`src/rtl/vsk_pkg.sv`:
```
// Shared constants and elaboration-time helpers for the variable-group adder.
// Group lengths are packed 8 bits per group; group 0 (LSB side) sits in the
// lowest byte. Up to MAX_GRP groups are supported.
package vsk_pkg;

    localparam int unsigned LEN_BITS = 8;
    localparam int unsigned MAX_GRP  = 16;

    typedef logic [MAX_GRP*LEN_BITS-1:0] len_tab_t;

    // 1,3,4,5,6,5,4,3,1 from LSB to MSB (symmetric, sums to 32)
    localparam len_tab_t DEFAULT_LENS = len_tab_t'({8'd1, 8'd3, 8'd4, 8'd5, 8'd6,
                                                    8'd5, 8'd4, 8'd3, 8'd1});
    localparam int unsigned DEFAULT_NGRP = 9;

    // Length of group g taken from the packed table.
    function automatic int unsigned grp_len(input len_tab_t tab, input int unsigned g);
        return int'(tab[g*LEN_BITS +: LEN_BITS]);
    endfunction

    // Bit offset of group g: total length of all groups below it.
    function automatic int unsigned grp_ofs(input len_tab_t tab, input int unsigned g);
        int unsigned acc;
        acc = 0;
        for (int unsigned i = 0; i < g; i++) acc += grp_len(tab, i);
        return acc;
    endfunction

    // Total length of the first n groups.
    function automatic int unsigned grp_total(input len_tab_t tab, input int unsigned n);
        return grp_ofs(tab, n);
    endfunction

endpackage

```
`src/rtl/vsk_skip_group.sv`:
```
// One carry-skip group of LEN bits.
// Computes per-bit propagate and generate, ripples the carry through the
// group, and forwards the group carry-in straight to the carry-out when every
// bit propagates. Assumes LEN >= 1. Purely combinational.
module vsk_skip_group #(
    parameter int unsigned LEN = 4
) (
    input  logic [LEN-1:0] a,
    input  logic [LEN-1:0] b,
    input  logic           cin,
    output logic [LEN-1:0] sum,
    output logic           cout
);

    logic [LEN-1:0] prop;
    logic [LEN-1:0] gen;
    logic [LEN:0]   rip;
    logic           skip_en;

    // Per-bit propagate and generate terms.
    assign prop = a ^ b;
    assign gen  = a & b;

    // Local ripple of the carry through the group.
    always_comb begin
        rip[0] = cin;
        for (int i = 0; i < int'(LEN); i++) begin
            rip[i+1] = gen[i] | (prop[i] & rip[i]);
        end
    end

    // Skip condition: every position passes the carry.
    assign skip_en = &prop;

    // Sum bits from propagate and the carry into each position.
    assign sum  = prop ^ rip[LEN-1:0];

    // Group carry-out: bypass when skipping, otherwise the rippled carry.
    assign cout = skip_en ? cin : rip[LEN];

endmodule

```
`src/rtl/vsk_skip_chain.sv`:
```
// Single-level carry-skip adder of WIDTH bits built from NGRP groups whose
// lengths come from the packed table LENS. Assumes the lengths sum to WIDTH;
// elaboration stops with an error otherwise. Purely combinational.
module vsk_skip_chain
    import vsk_pkg::*;
#(
    parameter int unsigned WIDTH = 32,
    parameter int unsigned NGRP  = DEFAULT_NGRP,
    parameter len_tab_t    LENS  = DEFAULT_LENS
) (
    input  logic [WIDTH-1:0] a,
    input  logic [WIDTH-1:0] b,
    input  logic             cin,
    output logic [WIDTH-1:0] sum,
    output logic             cout
);

    localparam int unsigned TOTAL = grp_total(LENS, NGRP);

    // Carries between groups; index g is the carry into group g.
    logic [NGRP:0] gcar;

    // Elaboration-time guard on the size table.
    if (TOTAL != WIDTH) begin : g_len_mismatch
        $error("vsk_skip_chain: group lengths add to %0d, width is %0d", TOTAL, WIDTH);
    end
    if (NGRP > MAX_GRP) begin : g_too_many
        $error("vsk_skip_chain: %0d groups exceed the table limit %0d", NGRP, MAX_GRP);
    end

    assign gcar[0] = cin;

    // One skip group per table entry, placed at its computed offset.
    for (genvar g = 0; g < int'(NGRP); g++) begin : g_grp
        localparam int unsigned LO = grp_ofs(LENS, g);
        localparam int unsigned LN = grp_len(LENS, g);
        vsk_skip_group #(.LEN(LN)) u_grp (
            .a    (a[LO +: LN]),
            .b    (b[LO +: LN]),
            .cin  (gcar[g]),
            .sum  (sum[LO +: LN]),
            .cout (gcar[g+1])
        );
    end

    // The top group's carry-out is the chain carry-out.
    assign cout = gcar[NGRP];

endmodule

```
`src/rtl/vsk_select_ext.sv`:
```
// Carry-select widening to 2*HALF bits. The lower half is one skip chain; the
// upper half is built twice, for an incoming carry of 0 and of 1, and the lower
// carry-out selects the result. Purely combinational.
module vsk_select_ext
    import vsk_pkg::*;
#(
    parameter int unsigned HALF = 32,
    parameter int unsigned NGRP = DEFAULT_NGRP,
    parameter len_tab_t    LENS = DEFAULT_LENS,
    localparam int unsigned W   = 2 * HALF
) (
    input  logic [W-1:0] a,
    input  logic [W-1:0] b,
    input  logic         cin,
    output logic [W-1:0] sum,
    output logic         cout
);

    logic [HALF-1:0] lo_sum;
    logic            lo_cout;
    logic [HALF-1:0] hi_sum0, hi_sum1;
    logic            hi_cout0, hi_cout1;

    // Lower half with the real carry-in.
    vsk_skip_chain #(.WIDTH(HALF), .NGRP(NGRP), .LENS(LENS)) u_lo (
        .a(a[HALF-1:0]), .b(b[HALF-1:0]), .cin(cin),
        .sum(lo_sum), .cout(lo_cout)
    );

    // Upper half assuming no carry from below.
    vsk_skip_chain #(.WIDTH(HALF), .NGRP(NGRP), .LENS(LENS)) u_hi0 (
        .a(a[W-1:HALF]), .b(b[W-1:HALF]), .cin(1'b0),
        .sum(hi_sum0), .cout(hi_cout0)
    );

    // Upper half assuming a carry from below.
    vsk_skip_chain #(.WIDTH(HALF), .NGRP(NGRP), .LENS(LENS)) u_hi1 (
        .a(a[W-1:HALF]), .b(b[W-1:HALF]), .cin(1'b1),
        .sum(hi_sum1), .cout(hi_cout1)
    );

    // Final select on the lower carry-out.
    always_comb begin
        sum[HALF-1:0] = lo_sum;
        if (lo_cout) begin
            sum[W-1:HALF] = hi_sum1;
            cout          = hi_cout1;
        end else begin
            sum[W-1:HALF] = hi_sum0;
            cout          = hi_cout0;
        end
    end

endmodule

```
`src/rtl/vskip_adder_top.sv`:
```
// Top of the variable-group carry-skip adder. WIDE_SELECT = 1 builds the
// 2*CHAIN_W carry-select variant; 0 builds a single CHAIN_W-bit chain.
// No clock and no state: outputs depend only on the current inputs.
module vskip_adder_top
    import vsk_pkg::*;
#(
    parameter bit          WIDE_SELECT = 1'b1,
    parameter int unsigned CHAIN_W     = 32,
    parameter int unsigned NGRP        = DEFAULT_NGRP,
    parameter len_tab_t    LENS        = DEFAULT_LENS,
    localparam int unsigned OUT_W      = WIDE_SELECT ? 2 * CHAIN_W : CHAIN_W
) (
    input  logic [OUT_W-1:0] op_a,
    input  logic [OUT_W-1:0] op_b,
    input  logic             carry_in,
    output logic [OUT_W-1:0] sum_out,
    output logic             carry_out
);

    // Variant choice fixed at elaboration.
    if (WIDE_SELECT) begin : g_wide
        vsk_select_ext #(.HALF(CHAIN_W), .NGRP(NGRP), .LENS(LENS)) u_sel (
            .a(op_a), .b(op_b), .cin(carry_in),
            .sum(sum_out), .cout(carry_out)
        );
    end else begin : g_narrow
        vsk_skip_chain #(.WIDTH(CHAIN_W), .NGRP(NGRP), .LENS(LENS)) u_chain (
            .a(op_a), .b(op_b), .cin(carry_in),
            .sum(sum_out), .cout(carry_out)
        );
    end

endmodule

```
`config.mk`:
```
export PLATFORM = sky130hd
export DESIGN_NAME = vskip_adder_top
export DESIGN_NICKNAME = d
export VERILOG_FILES = /design/src/rtl/vsk_pkg.sv /design/src/rtl/vsk_skip_group.sv /design/src/rtl/vsk_skip_chain.sv /design/src/rtl/vsk_select_ext.sv /design/src/rtl/vskip_adder_top.sv
export SDC_FILE = /design/constraint.sdc
export NUM_CORES = 1
export LEC_CHECK = 0
export ABC_CLOCK_PERIOD_IN_PS = 24300
export BUFFER_PORTS_ARGS = -buffer_cell sky130_fd_sc_hd__buf_4
export CORE_ASPECT_RATIO = 1.25
export CORE_MARGIN = 4
export CORE_UTILIZATION = 29
export DETAILED_ROUTE_END_ITERATION = 16
export GPL_TIMING_DRIVEN = 0
export SLEW_MARGIN = 20
export SYNTH_ARGS = -nofsm -noshare
export SYNTH_HDL_FRONTEND = slang
export SYNTH_HIERARCHICAL = 1
export SYNTH_SLANG_ARGS = --single-unit
```
`constraint.sdc`:
```
create_clock -name vclk -period 24.3
set_input_delay 2.43 -clock vclk [all_inputs]
set_output_delay 2.43 -clock vclk [all_outputs]
set_load 0.02 [all_outputs]
```
==> impl_metrics.toml, run 1 <==
[critical_path]
cp-startpoint = "op_a[0]"
arrival_ns = 14.54
slowest_cell_on_crit_path = "fa_1"
critPathMostFrequentCell = "fa_1"
worst-endpoint-required_ns = 21.87
worstSetupEndpointType = "output pin"
critical_path.max_stage_delay_ns = 0.41
worstSetupStartpointType = "input port"
timing_worst_setup_path_type = "in2out"
worstPathMaxFanout = 10
cp_top_family = "adder cells"
critical_path.n_buffers_inverters = 25

[clock_network]
postCtsResizedCells = 0
cts_hold_repair.buffers = 0
post_cts_setup_driven_buffer_insertion_count = 0

[pwr]
power.leakage_nw = 3.90
power_per_cell_area_nw_per_um2 = 31.4
power.switching_fraction = 0.513
p_switching_mw = 0.103
internal_power_mw = 0.0982
sequential_group_share_of_total_power = 0
power_frac_clock = 0
share_comb_of_total_power = 1.000
power.ir.vdd_worst_mv = 0.0156

[routing]
dr_total_vias = 3440
drt_first_iter_violations = 24
met3WireLength_um = 1320
post_drt_via_cell_ratio = 3.95
detail_route.wl_per_cell_um = 12.8
top_signal_layer_used = "met4"
wirelength_met1_um = 3800
finalWirelength_um = 11100
detail_route.first_pass.iterations = 4
route.detailed.drc = 0
met2_wirelength_um = 5970
antenna_violating_nets_post_route = 0

[synthesis]
synth_top_area_share = 0.408
syn_inst = 465
leading_post_synthesis_cells_by_cell_area = "fa_1 41%, ha_1 24%, inv_1 15%, mux2_4 9.6%, mux2i_1 4.5%"
ys_types = 13
yosysMostFrequentCell = "inv_1"
synthesis.yosys.warnings = 6
postSynthAreaPerCell_um2 = 10.1
yosysTopAreaCell = "fa_1"
syn_area_um2 = 4710
synth_seq_area_share = 0
synth_commonest_cells = "189 x inv_1, 96 x fa_1, 90 x ha_1"
syn-num-nets = 780

[final_layout]
register_area_um2 = 0
seq_cell_count = 0
antenna_cells_inserted = 0
fin_nets = 976
nClkBuffers = 0
drive_above_1_share = 0.351
n_fill_cell = 1623
syn_to_final_growth_pct = 36.6

[hold_path]
worstHoldEndpoint = "sum_out[0]"
cell_depth_of_the_worst_min_delay_path = 3
timing.hold.worst.start = "carry_in"
hold_path_class = "in2out"

[grt]
combined_global_route_utilization_of_all_metal_layers = 0.120
grt_antenna_before_repair = 0
first_global_vias = 3903
largest_net_degree_at_the_start_of_global_routing = 11
grt_overflow_total = 0
grt_first_pass_wirelength_um = 17900

[timing]
achievable_freq_mhz = 58.9
part_of_the_cycle_the_worst_path_needs = 0.698
rsz0062_at_grt = "false"
timing.final.setup_violations = 0
finalMaxSlewViolations = 0
fin_worst_hold_slack_ns = 5.22
post-route-min-period_ns = 16.97
final_hold_viol_count = 0
final.setup.tns_ns = 0

[die]
boundaryPins = 194
core_area_um2 = 15800
die_w_um = 122
fp.dieArea_um2 = 18300
floorplan.initialDensity = 0.299
die_y_um = 150
fp-row-count = 51

[placed_design]
i_o_buffers = 194
placed_wire_length_estimate_um = 10500
replace_congestion = 0.780

[run_status]
result_of_the_run = "finished, final reports clean"

[job]
max-cap-violations = 0
-- worst max-delay path by stage --
stage,slack [ns],depth (start not counted),end
2_1_floorplan,8.44,63,sum_out[32]
3_3_place_gp,7.26,65,sum_out[45]
3_5_place_dp,7.19,65,sum_out[45]
4_1_cts,7.16,65,sum_out[45]
5_1_grt,6.62,65,sum_out[45]
6_report,7.33,65,sum_out[45]
-- cells in the final DEF (no fill, tap or decap) --
| cell type | instances |
|---|---|
| fa_1 | 96 |
| mux2_4 | 30 |
| buf_4 | 194 |
| and3_1 | 6 |
| buf_12 | 3 |
| nand3_1 | 15 |
| ha_1 | 90 |
| mux2i_1 | 21 |
| buf_6 | 1 |
| nand4_1 | 6 |
| and4_1 | 3 |
| mux2_2 | 3 |
| inv_1 | 189 |
| conb_1 | 2 |
-- through the flow --
step,total power [mW],setup slack (ns),std cells,area [µm²],utilization
after CTS,0.207,7.16,871,6430,0.408
after floorplan,0.121,8.44,465,4710,-
after global routing,0.226,6.62,871,6430,0.408
final,0.202,7.33,871,6430,0.408
after global placement,0.204,7.26,871,6430,0.408
after detailed placement,0.207,7.19,871,6430,0.408
-- logic make-up after synthesis --
family,count (synthesis),synth area share
multiplexers,54,0.148
AND/OR/NAND/NOR,30,0.0375
other,2,0.00160
adder cells (fa/ha/maj),186,0.648
buffers and inverters,193,0.166
-- per-layer routing --
metal	global-route usage	vias up
li1	-	1685
met1	0.121	1611
met2	0.247	142
met3	0.0387	2
met4	0.00168	0
met5	0	-
-- layout make-up --
class                      count  area (µm²)  area share
multi-input combinational    272        3930       0.611
timing repair buffer         194        1460       0.227
inverter                     189         709       0.110
tap                          212         265      0.0413
buffer                         4        71.3      0.0111
-- worst min-delay path, cell delays in order --
cell and delay, ns:
buf_4 0.08, fa_1 0.14, buf_4 0.14
-- power groups by stage --
stage | clock network (mW) | registers, mW | logic [mW]
after floorplan | 0 | 0 | 0.121
after global placement | 0 | 0 | 0.204
after detailed placement | 0 | 0 | 0.207
after CTS | 0 | 0 | 0.207
after global routing | 0 | 0 | 0.226
final | 0 | 0 | 0.202
Power figures use the tool's default switching activity.
==> run 2: changes to the inputs <==
- ABC_CLOCK_PERIOD_IN_PS: 24300 -> 14600
- clock period: 24.3 -> 14.6 ns (I/O delays scaled with it)
==> impl_metrics.toml, run 2 (synthesis gave the netlist of run 1 again) <==
[pwr]
internal_power_mw = 0.205
power.switching_fraction = 0.478
p_switching_mw = 0.188
power_frac_clock = 0
share_comb_of_total_power = 1.000
power.leakage_nw = 4.07
power_per_cell_area_nw_per_um2 = 55.3
sequential_group_share_of_total_power = 0
power.ir.vdd_worst_mv = 0.0302

[clock_network]
cts_hold_repair.buffers = 0

[grt]
largest_net_degree_at_the_start_of_global_routing = 11
combined_global_route_utilization_of_all_metal_layers = 0.124
grt_antenna_before_repair = 0
first_global_vias = 4067
grt_first_pass_wirelength_um = 18600
grt_overflow_total = 0

[run_status]
result_of_the_run = "finished, final reports clean"

[critical_path]
worst-endpoint-required_ns = 13.14
slowest_cell_on_crit_path = "fa_1"
cp_top_family = "adder cells"
worstSetupStartpointType = "input port"
arrival_ns = 13.01
worstPathMaxFanout = 2
critical_path.n_buffers_inverters = 23
critical_path.max_stage_delay_ns = 0.43
worstSetupEndpointType = "output pin"
timing_worst_setup_path_type = "in2out"

[routing]
finalWirelength_um = 12000
detail_route.first_pass.iterations = 4
route.detailed.drc = 0
drt_first_iter_violations = 28
antenna_violating_nets_post_route = 0
post_drt_via_cell_ratio = 3.99
detail_route.wl_per_cell_um = 13.1
dr_total_vias = 3635

[placed_design]
place.detailed.instances = 871
i_o_buffers = 194
post-place-ws_ns = -0.566
replace_congestion = 0.780
placed_wire_length_estimate_um = 10500

[final_layout]
register_area_um2 = 0
nClkBuffers = 0
seq_cell_count = 0
fin_nets = 1017
utilization = 0.451
antenna_cells_inserted = 0
layout.cells.most_common = "buf_4"
stdcell_count = 912
n_fill_cell = 1537
drive_above_1_share = 0.527
syn_to_final_growth_pct = 50.9
layout.cells.most_common_list = "199 x buf_4, 163 x inv_1, 90 x ha_1"

[die]
die_y_um = 150
core_area_um2 = 15800
fp.dieArea_um2 = 18300
floorplan.initialDensity = 0.299
boundaryPins = 194
die_w_um = 122
fp-row-count = 51

[timing]
achievable_freq_mhz = 69.1
part_of_the_cycle_the_worst_path_needs = 0.991
final.setup.tns_ns = 0
finalMaxSlewViolations = 0
final_hold_viol_count = 0
timing.final.ws_setup_ns = 0.131
rsz0062_at_grt = "true"
post-route-min-period_ns = 14.47
timing.final.setup_violations = 0

[hold_path]
worstHoldEndpoint = "sum_out[0]"
timing.hold.worst.start = "op_b[0]"
hold_path_class = "in2out"
cell_depth_of_the_worst_min_delay_path = 3

[job]
max-cap-violations = 0
-- run 2: cell type report --
type	count	area, µm²	share of cell area
timing repair buffer	235	1940	0.273
tap	212	265	0.0373
multi-input combinational	272	4110	0.578
buffer	4	80.1	0.0113
inverter	189	709	0.0999
-- run 2: through the flow --
| stage | area [µm²] | total power, mW | hold slack [ns] |
|---|---|---|---|
| 2_1_floorplan | 4710 | 0.201 | 3.17 |
| 3_3_place_gp | 6430 | 0.340 | 3.28 |
| 3_5_place_dp | 6430 | 0.344 | 3.29 |
| 4_1_cts | 6730 | 0.363 | 3.29 |
| 5_1_grt | 7100 | 0.436 | 3.33 |
| 6_report | 7100 | 0.393 | 3.31 |
-- run 2: how the worst max path moves through the flow --
stage / from / to / slack (ns) / cells past startpoint
after floorplan: op_a[0] / sum_out[32] / 0.68 / 63
after global placement: op_a[0] / sum_out[45] / -0.50 / 65
after detailed placement: op_a[0] / sum_out[45] / -0.57 / 65
after CTS: op_a[32] / sum_out[63] / -0.12 / 63
after global routing: op_a[32] / sum_out[63] / -0.54 / 63
final: op_a[32] / sum_out[63] / 0.13 / 63
-- run 2: tightest hold or removal path, cell delays in order --
cell and delay, ns:
buf_6 0.07, fa_2 0.18, buf_4 0.14
-- run 2: timing repair --
| action | 4_1_cts | 5_1_grt |
|---|---|---|
| endpoints found under the setup margin | 34 | 34 |
| pin swaps | 2 | 12 |
| gates cloned | 0 | 3 |
| buffers inserted | 30 | 8 |
| resized for setup | 36 | 96 |
-- run 2: per-layer routing --
layer / GRT usage / vias to the layer above / share of wire
met1: 0.125 / 1727 / 0.34
met3: 0.0387 / 0 / 0.11
li1: - / 1768 / -
met5: 0 / - / 0
met2: 0.258 / 140 / 0.56
met4: 0.00168 / 0 / 0
-- run 2: power by group through the flow --
| stage | logic, mW | clock network [mW] | registers, mW |
|---|---|---|---|
| finish | 0.393 | 0 | 0 |
| global route | 0.436 | 0 | 0 |
| CTS | 0.363 | 0 | 0 |
| detailed placement | 0.344 | 0 | 0 |
| global placement | 0.340 | 0 | 0 |
| floorplan | 0.201 | 0 | 0 |
==> run 3: changes to the inputs <==
- PLACE_DENSITY_LB_ADDON: not set -> 0.05
- SETUP_SLACK_MARGIN: not set -> 0.15
==> impl_metrics.toml, run 3 (synthesis gave the netlist of run 1 again) <==
[die]
die_y_um = 150
die_w_um = 122
floorplan.initialDensity = 0.299
fp-row-count = 51
boundaryPins = 194
fp.dieArea_um2 = 18300
core_area_um2 = 15800

[critical_path]
critical_path.max_stage_delay_ns = 0.38
arrival_ns = 13.08
worstPathMaxFanout = 7
worstSetupStartpointType = "input port"
slowest_cell_on_crit_path = "fa_2"
worst-endpoint-required_ns = 13.14
worstSetupEndpointType = "output pin"
critPathMostFrequentCell = "fa_2"
timing_worst_setup_path_type = "in2out"

[grt]
largest_net_degree_at_the_start_of_global_routing = 8
grt_first_pass_wirelength_um = 18900
grt_antenna_before_repair = 0
first_global_vias = 4276
grt_overflow_total = 0
combined_global_route_utilization_of_all_metal_layers = 0.125

[routing]
detail_route.wl_per_cell_um = 12.8
detail_route.first_pass.iterations = 4
route.detailed.drc = 0
post_drt_via_cell_ratio = 3.98
drt_first_iter_violations = 42
finalWirelength_um = 11900
antenna_violating_nets_post_route = 0
dr_total_vias = 3693

[hold_path]
cell_depth_of_the_worst_min_delay_path = 3
timing.hold.worst.start = "op_b[31]"
worstHoldEndpoint = "sum_out[31]"
hold_path_class = "in2out"

[final_layout]
syn_to_final_growth_pct = 53.9
register_area_um2 = 0
layout.cells.most_common = "buf_4"
drive_above_1_share = 0.536
layout.cells.most_common_list = "213 x buf_4, 160 x inv_1, 90 x ha_1"
fin_nets = 1033
nClkBuffers = 0
antenna_cells_inserted = 0
seq_cell_count = 0

[timing]
final.setup.tns_ns = 0
final_hold_viol_count = 0
part_of_the_cycle_the_worst_path_needs = 0.996
finalMaxSlewViolations = 0
timing.final.setup_violations = 0
fin_worst_hold_slack_ns = 3.31
post-route-min-period_ns = 14.54
achievable_freq_mhz = 68.8
rsz0062_at_grt = "true"

[pwr]
power_per_cell_area_nw_per_um2 = 55.6
power.ir.vdd_worst_mv = 0.0275
finalPower_mw = 0.403
power.leakage_nw = 4.15

[placed_design]
placed_wire_length_estimate_um = 10400
replace_congestion = 0.716
i_o_buffers = 194

[clock_network]
cts_hold_repair.buffers = 0

[run_status]
result_of_the_run = "finished, final reports clean"

[job]
max-cap-violations = 0
## run 3: metrics by stage
stage               worst slack [ns]  std cells   util  instance area, µm²
finish                        0.0635        928  0.460                7250
global route                  -0.477        928  0.460                7250
CTS                         -0.00833        920  0.454                7160
detailed placement            -0.627        871  0.408                6430
global placement              -0.453        871  0.408                6430
floorplan                      0.677        465      -                4710
## run 3: layout make-up
cell class	instances	area, µm²
Multi-Input combinational cell	272	4110
Fill cell	1532	8520
Timing Repair Buffer	251	2080
Inverter	189	709
Buffer	4	80.1
Tap cell	212	265
## run 3: what timing repair did
action,4_1_cts,5_1_grt
endpoints found under the hold margin,0,0
gates cloned,3,0
pin swaps,9,9
setup buffers,46,8
resized for setup,126,10
endpoints found under the setup margin,34,34
## run 3: worst max-delay path: cells and delay by family
| family | cells | cell delay [ns] |
|---|---|---|
| adder cells (fa/ha/maj) | 32 | 8.84 |
| buffers and inverters | 26 | 1.98 |
| multiplexers | 8 | 0.78 |
## run 3: worst max path at each step
stage                   from          end  slack, ns  depth (start not counted)
detailed placement   op_a[0]  sum_out[40]      -0.63                         65
global placement    op_a[32]  sum_out[63]      -0.45                         63
global route        op_a[32]  sum_out[63]      -0.48                         63
floorplan            op_a[0]  sum_out[32]       0.68                         63
CTS                  op_a[0]  sum_out[34]     -0.008                         66
finish               op_a[0]  sum_out[37]       0.06                         66
## run 3: where the power goes
group	internal (mW)	leakage [nW]	switching [mW]
clock network	0	0	0
registers	0	0	0
logic	0.214	4.15	0.189
## run 3: per-layer routing
layer | up-vias | wire, µm | GRT usage
li1 | 1803 | - | -
met2 | 118 | 6540 | 0.256
met4 | 0 | 57 | 0.00504
met3 | 4 | 911 | 0.0233
met1 | 1768 | 4350 | 0.137
met5 | - | 0 | 0
